===== src/rtl/ctlarb_pkg.sv =====
package ctlarb_pkg;

    typedef enum logic [1:0] {
        SEQ_RUN  = 2'd0,
        SEQ_DONE = 2'd1,
        SEQ_HALT = 2'd2
    } seq_state_e;

    typedef struct packed {
        logic active;
        logic load;
        logic late;
    } port_state_t;

endpackage


===== src/rtl/ctlarb_edge_sync.sv =====
module ctlarb_edge_sync #(
    parameter int STAGES = 2
) (
    input  logic clk,
    input  logic rst_n,
    input  logic d_i,
    output logic level_o,
    output logic rise_o,
    output logic fall_o
);
    typedef struct packed {
        logic [STAGES-1:0] chain;
        logic              prev;
    } sync_t;

    sync_t sync_d, sync_q;
    logic [STAGES-1:0] shifted;

    assign shifted[0] = d_i;
    for (genvar g = 1; g < STAGES; g++) begin : g_chain
        assign shifted[g] = sync_q.chain[g-1];
    end

    always_comb begin
        sync_d       = sync_q;
        sync_d.chain = shifted;
        sync_d.prev  = sync_q.chain[STAGES-1];
    end

    always_ff @(posedge clk or negedge rst_n) begin
        if (!rst_n) sync_q <= '0;
        else        sync_q <= sync_d;
    end

    assign level_o = sync_q.chain[STAGES-1];
    assign rise_o  = level_o & ~sync_q.prev;
    assign fall_o  = ~level_o & sync_q.prev;

    // Edge pulses last one cycle
    assert_edge_single_R2: assert property (@(posedge clk) disable iff (!rst_n)
        rise_o |=> !rise_o);
endmodule


===== src/rtl/ctlarb_pwrup_seq.sv =====
module ctlarb_pwrup_seq
    import ctlarb_pkg::*;
#(
    parameter  int SEQ_LEN = 1024,
    localparam int CNT_W   = $clog2(SEQ_LEN + 1)
) (
    input  logic clk,
    input  logic rst_n,
    input  logic tick_i,
    input  logic halt_i,
    output logic done_o
);
    localparam logic [CNT_W-1:0] LAST = CNT_W'(SEQ_LEN - 1);

    typedef struct packed {
        seq_state_e       st;
        logic [CNT_W-1:0] cnt;
    } seq_t;

    seq_t seq_d, seq_q;

    always_comb begin
        seq_d = seq_q;
        unique case (seq_q.st)
            SEQ_RUN: begin
                if (halt_i)
                    seq_d.st = SEQ_HALT;
                else if (tick_i && seq_q.cnt == LAST)
                    seq_d.st = SEQ_DONE;
                else if (tick_i)
                    seq_d.cnt = seq_q.cnt + 1'b1;
            end
            SEQ_DONE: seq_d.st = SEQ_DONE;
            SEQ_HALT: seq_d.st = SEQ_HALT;
            default:  seq_d.st = SEQ_HALT;
        endcase
    end

    always_ff @(posedge clk or negedge rst_n) begin
        if (!rst_n) seq_q <= '{st: SEQ_RUN, cnt: '0};
        else        seq_q <= seq_d;
    end

    assign done_o = (seq_q.st == SEQ_DONE);

    assert_cnt_bound_R2: assert property (@(posedge clk) disable iff (!rst_n)
        seq_q.cnt < CNT_W'(SEQ_LEN));
    assert_done_on_tick_R2: assert property (@(posedge clk) disable iff (!rst_n)
        $rose(done_o) |-> $past(tick_i));
    assert_halt_sticky_R3: assert property (@(posedge clk) disable iff (!rst_n)
        (seq_q.st == SEQ_HALT) |=> (seq_q.st == SEQ_HALT));
endmodule


===== src/rtl/ctlarb_fmt_latch.sv =====
module ctlarb_fmt_latch (
    input  logic clk,
    input  logic rst_n,
    input  logic fall_i,
    input  logic armed_i,
    output logic spi_o
);
    typedef struct packed {
        logic spi;
    } fmt_t;

    fmt_t fmt_d, fmt_q;

    always_comb begin
        fmt_d = fmt_q;
        if (armed_i && fall_i) fmt_d.spi = 1'b1;
    end

    always_ff @(posedge clk or negedge rst_n) begin
        if (!rst_n) fmt_q <= '0;
        else        fmt_q <= fmt_d;
    end

    assign spi_o = fmt_q.spi;

    assert_spi_sticky_R9: assert property (@(posedge clk) disable iff (!rst_n)
        spi_o |=> spi_o);
    assert_spi_needs_arm_R8: assert property (@(posedge clk) disable iff (!rst_n)
        $rose(spi_o) |-> armed_i);
endmodule


===== src/rtl/ctl_port_arbiter.sv =====
module ctl_port_arbiter
    import ctlarb_pkg::*;
#(
    parameter int SEQ_LEN     = 1024,
    parameter int SYNC_STAGES = 2
) (
    input  logic clk,
    input  logic rst_n,
    input  logic frame_clk_i,
    input  logic en_wr_i,
    input  logic sel_pin_i,
    output logic pwrup_done_o,
    output logic ctl_active_o,
    output logic spi_sel_o,
    output logic load_defaults_o,
    output logic late_en_o
);
    logic frame_lvl, frame_rise, frame_fall;
    logic pin_lvl, pin_rise, pin_fall;
    logic seq_done;

    port_state_t port_d, port_q;

    ctlarb_edge_sync #(.STAGES(SYNC_STAGES)) frame_sync_i (
        .clk     (clk),
        .rst_n   (rst_n),
        .d_i     (frame_clk_i),
        .level_o (frame_lvl),
        .rise_o  (frame_rise),
        .fall_o  (frame_fall)
    );

    ctlarb_edge_sync #(.STAGES(SYNC_STAGES)) pin_sync_i (
        .clk     (clk),
        .rst_n   (rst_n),
        .d_i     (sel_pin_i),
        .level_o (pin_lvl),
        .rise_o  (pin_rise),
        .fall_o  (pin_fall)
    );

    // A write in the same cycle as the final tick wins over completion
    ctlarb_pwrup_seq #(.SEQ_LEN(SEQ_LEN)) seq_i (
        .clk    (clk),
        .rst_n  (rst_n),
        .tick_i (frame_rise),
        .halt_i (port_q.active | en_wr_i),
        .done_o (seq_done)
    );

    ctlarb_fmt_latch fmt_i (
        .clk     (clk),
        .rst_n   (rst_n),
        .fall_i  (pin_fall),
        .armed_i (port_q.active),
        .spi_o   (spi_sel_o)
    );

    always_comb begin
        port_d        = port_q;
        port_d.load   = en_wr_i & ~port_q.active;
        port_d.active = port_q.active | en_wr_i;
        port_d.late   = port_q.late | (en_wr_i & ~port_q.active & seq_done);
    end

    always_ff @(posedge clk or negedge rst_n) begin
        if (!rst_n) port_q <= '0;
        else        port_q <= port_d;
    end

    assign pwrup_done_o    = seq_done;
    assign ctl_active_o    = port_q.active;
    assign load_defaults_o = port_q.load;
    assign late_en_o       = port_q.late;

    assert_active_sticky_R4: assert property (@(posedge clk) disable iff (!rst_n)
        ctl_active_o |=> ctl_active_o);
    assert_load_on_activate_R5: assert property (@(posedge clk) disable iff (!rst_n)
        $rose(ctl_active_o) |-> load_defaults_o);
    assert_load_single_R5: assert property (@(posedge clk) disable iff (!rst_n)
        load_defaults_o |=> !load_defaults_o);
    assert_late_needs_done_R6: assert property (@(posedge clk) disable iff (!rst_n)
        late_en_o |-> (pwrup_done_o && ctl_active_o));
    assert_halt_blocks_done_R3: assert property (@(posedge clk) disable iff (!rst_n)
        (ctl_active_o && !pwrup_done_o) |=> !pwrup_done_o);
    assert_spi_only_active_R8: assert property (@(posedge clk) disable iff (!rst_n)
        spi_sel_o |-> ctl_active_o);
endmodule


===== config.mk =====
export PLATFORM = sky130hd
export DESIGN_NAME = ctl_port_arbiter
export DESIGN_NICKNAME = d
export VERILOG_FILES = /design/src/rtl/ctlarb_pkg.sv /design/src/rtl/ctlarb_edge_sync.sv /design/src/rtl/ctlarb_pwrup_seq.sv /design/src/rtl/ctlarb_fmt_latch.sv /design/src/rtl/ctl_port_arbiter.sv
export SDC_FILE = /design/constraint.sdc
export NUM_CORES = 1
export LEC_CHECK = 0
export ABC_AREA = 1
export BUFFER_PORTS_ARGS = -buffer_cell sky130_fd_sc_hd__buf_4
export CORE_ASPECT_RATIO = 1.1
export CORE_MARGIN = 4
export CORE_UTILIZATION = 50
export DETAILED_ROUTE_END_ITERATION = 6
export PLACE_DENSITY = 0.69
export SKIP_CTS_REPAIR_TIMING = 1
export SLEW_MARGIN = 40
export SYNTH_ARGS = -nofsm -noshare
export SYNTH_HDL_FRONTEND = slang
export SYNTH_SLANG_ARGS = --single-unit

===== constraint.sdc =====
create_clock -name clk -period 2 [get_ports clk]
set_clock_uncertainty 0.2 [all_clocks]
set_input_delay 0.2 -clock clk [delete_from_list [all_inputs] [get_ports clk]]
set_output_delay 0.2 -clock clk [all_outputs]
set_load 0.01 [all_outputs]

==> run metrics <==
CP Capture Type flip-flop; vias per cell 4.861; initial DRC count 12; cell mode on critical path buf_4; vias in the first global route between 800 and 900; first-pass GRT wire length approximately 3.6 mm; worst-path cell chain dlygate4sd3_1 > buf_4 > nor2_1 > inv_2 > nor2_4 > nand2_2 > nor2_2 > buf_4 > nand3_1 > nand2_1; synth-to-layout area growth 15.50%; layout cell share with drive strength beyond 1 0.2069; first-pass detailed-route iteration total 4; slowest cell on the critical path dlygate4sd3_1; sequential share of the synthesized area 0.5281; fillers 191; commonest non-fill, non-tap cell in the layout nand2_1; Setup Total Neg Slack 0 ps; global placer's final weighted congestion about 0.86; synthesized net count 134; CTS sink cnt 23; Fmax 581.6 MHz; # IOs 10; HPWL Detailed between 1 and 1.5 mm; largest net degree at the start of global routing 24; input/output buffers 9; Tmin final 1719 ps; relative slew slack 0.7905; status complete, no violations; Die X-Extent 52.52 um; Final Cycle Share 0.8597; CTS tree done; crit path DAT ~1800 ps; Worst Path Buf+Inv 4; CP max FO 8; via count about 840; clock-pin slew on the worst setup and hold paths 130 ps; Yosys reg bits 23; total congestion overflow 0; Core ar. 2042 um^2; Mapped Area 1090 um^2; Nets between 150 and 200; max_cap viols 0; Yosys warning count 0; post-layout utilization of the core 0.6164; initial antenna violation count 0; worst slew pin tran between 300 and 400 ps; crit-path max cell delay 540 ps; diode count 0; num rows 17; RSZ-0062 raised after global routing no; Synth Instances ~130; CP Class input pin to flip-flop; Fin. Hold Viols 0; Wirelength per Cell 11.01 um; drt drc 0; antenna-violating nets left 0; Max clock buf depth 2; Setup violations, final 0; die area 2992 um^2; most frequent cells in the layout nand2_1 (37), dfrtp_1 (23), inv_1 (19); Die Ht 56.97 um; Sequential Area ~580 um^2; worst hold path class input pin to asynchronous set/reset pin; CTS buffer count 3; Routed WL 1.905 mm; maximum vdd drop 362.3 uV; GRT Util Overall 0.1550; required time of the critical path 2070 ps; Worst Setup Start Kind input pin; Multi-input gate area 427.9 um^2; htree depth 1; P_leak 0.0006339 uW; clk root buf clkbuf_4; syn avg cell area about 8.5 um^2; Unique masters post-synth 18; crit-path leading delay family buffers and inverters; Initial Util 0.5337; Max Slew Vio Count 0; clock latency at the later pin of the worst-skew pair 320 ps; Power Density 578.8 nW/um^2
==> final cells by class <==
cell class | instances | share of cell area
Clock inverter | 1 | 0.005964
Tap cell | 28 | 0.02783
Timing Repair Buffer | 14 | 0.09145
Clock buffer | 3 | 0.01789
Sequential cell | 23 | 0.4573
Multi-Input combinational cell | 84 | 0.3400
Inverter | 20 | 0.05964
==> state kept, by name, summed over array words and instances (netlist names) <==
register              flops
pin_sync_i.sync_q         1
frame_sync_i.sync_q       1
fmt_i.spi_o               1
frame_sync_i.shifted      1
load_defaults_o           1
late_en_o                 1
pin_sync_i.level_o        1
ctl_active_o              1
frame_sync_i.level_o      1
pin_sync_i.shifted        1
seq_i.seq_q              13
==> worst reg2reg max path, cell delays in order (launching register included) <==
cell and delay [ps]:
dfrtp_1 430, ha_1 260, inv_1 80, nor2_2 50
nand2_2 70, nor2_2 40, nor2_2 160, buf_4 210
nand3_1 80, nand2_1 60
==> Yosys cell counts <==
library cell | number | area share
nor2_1 | 12 | 0.041
nand3_2 | 4 | 0.037
nand2_1 | 37 | 0.13
nor3_1 | 2 | 0.0092
nand3_1 | 12 | 0.055
inv_2 | 1 | 0.0034
xnor2_1 | 1 | 0.0080
a21o_1 | 1 | 0.0069
nor2_2 | 4 | 0.023
inv_1 | 19 | 0.065
a31o_2 | 1 | 0.0080
nand3b_1 | 2 | 0.014
nor2_4 | 2 | 0.021
nand2_2 | 4 | 0.023
ha_1 | 1 | 0.011
buf_6 | 1 | 0.010
xor2_1 | 1 | 0.0080
dfrtp_1 | 23 | 0.53
==> metrics by stage <==
stage | power [uW] | std cells | setup WS, ps | hold WS (ps) | cell area (um^2)
floorplan | 490.9 | 128 | 475.2 | -295.6 | 1090
global placement | 508.4 | 165 | 371.8 | -95.49 | 1189
detailed placement | 509.6 | 165 | 331.4 | -93.44 | 1189
CTS | 730.8 | 169 | 295.3 | -451.6 | 1219
global route | 760.9 | 173 | 167.6 | 113.0 | 1259
finish | 728.5 | 173 | 280.6 | 101.3 | 1259
==> metal layers <==
metal  share of wire  global-route usage  vias up
li1                -                   -      426
met1            0.44              0.1881      393
met2            0.50              0.2730       17
met3           0.032             0.02350        5
met4           0.022             0.05474        0
met5               0                   0        -
==> cells by family after synthesis <==
family,share of synthesized area
XOR/XNOR,0.01608
AO/OA/AOI/OAI,0.01493
flip-flops,0.5281
buffers and inverters,0.07922
AND/OR/NAND/NOR,0.3502
adder cells (fa/ha/maj),0.01148
==> power by group <==
part	internal, uW	switching [uW]	total [uW]
Combinational	13.3	16.5	29.8
Clock	76.5	146	223
Sequential	472	3.72	476
==> worst paths after layout <==
path	depth (start not counted)	endpoint	start	slack (ps)
max in group asynchronous	2	seq_i.seq_q[2]$_DFFE_PN0P_	rst_n	1280
min	2	seq_i.seq_q[12]$_DFFE_PN0P_	rst_n	100
min reg2reg	0	pin_sync_i.level_o$_DFF_PN0_	pin_sync_i.shifted[1]$_DFF_PN0_	160
max reg2reg	9	seq_i.seq_q[2]$_DFFE_PN0P_	seq_i.seq_q[0]$_DFFE_PN0P_	310
min in group clk	0	pin_sync_i.level_o$_DFF_PN0_	pin_sync_i.shifted[1]$_DFF_PN0_	160
max	10	seq_i.seq_q[2]$_DFFE_PN0P_	en_wr_i	280
(Power assumes the default switching activity.)
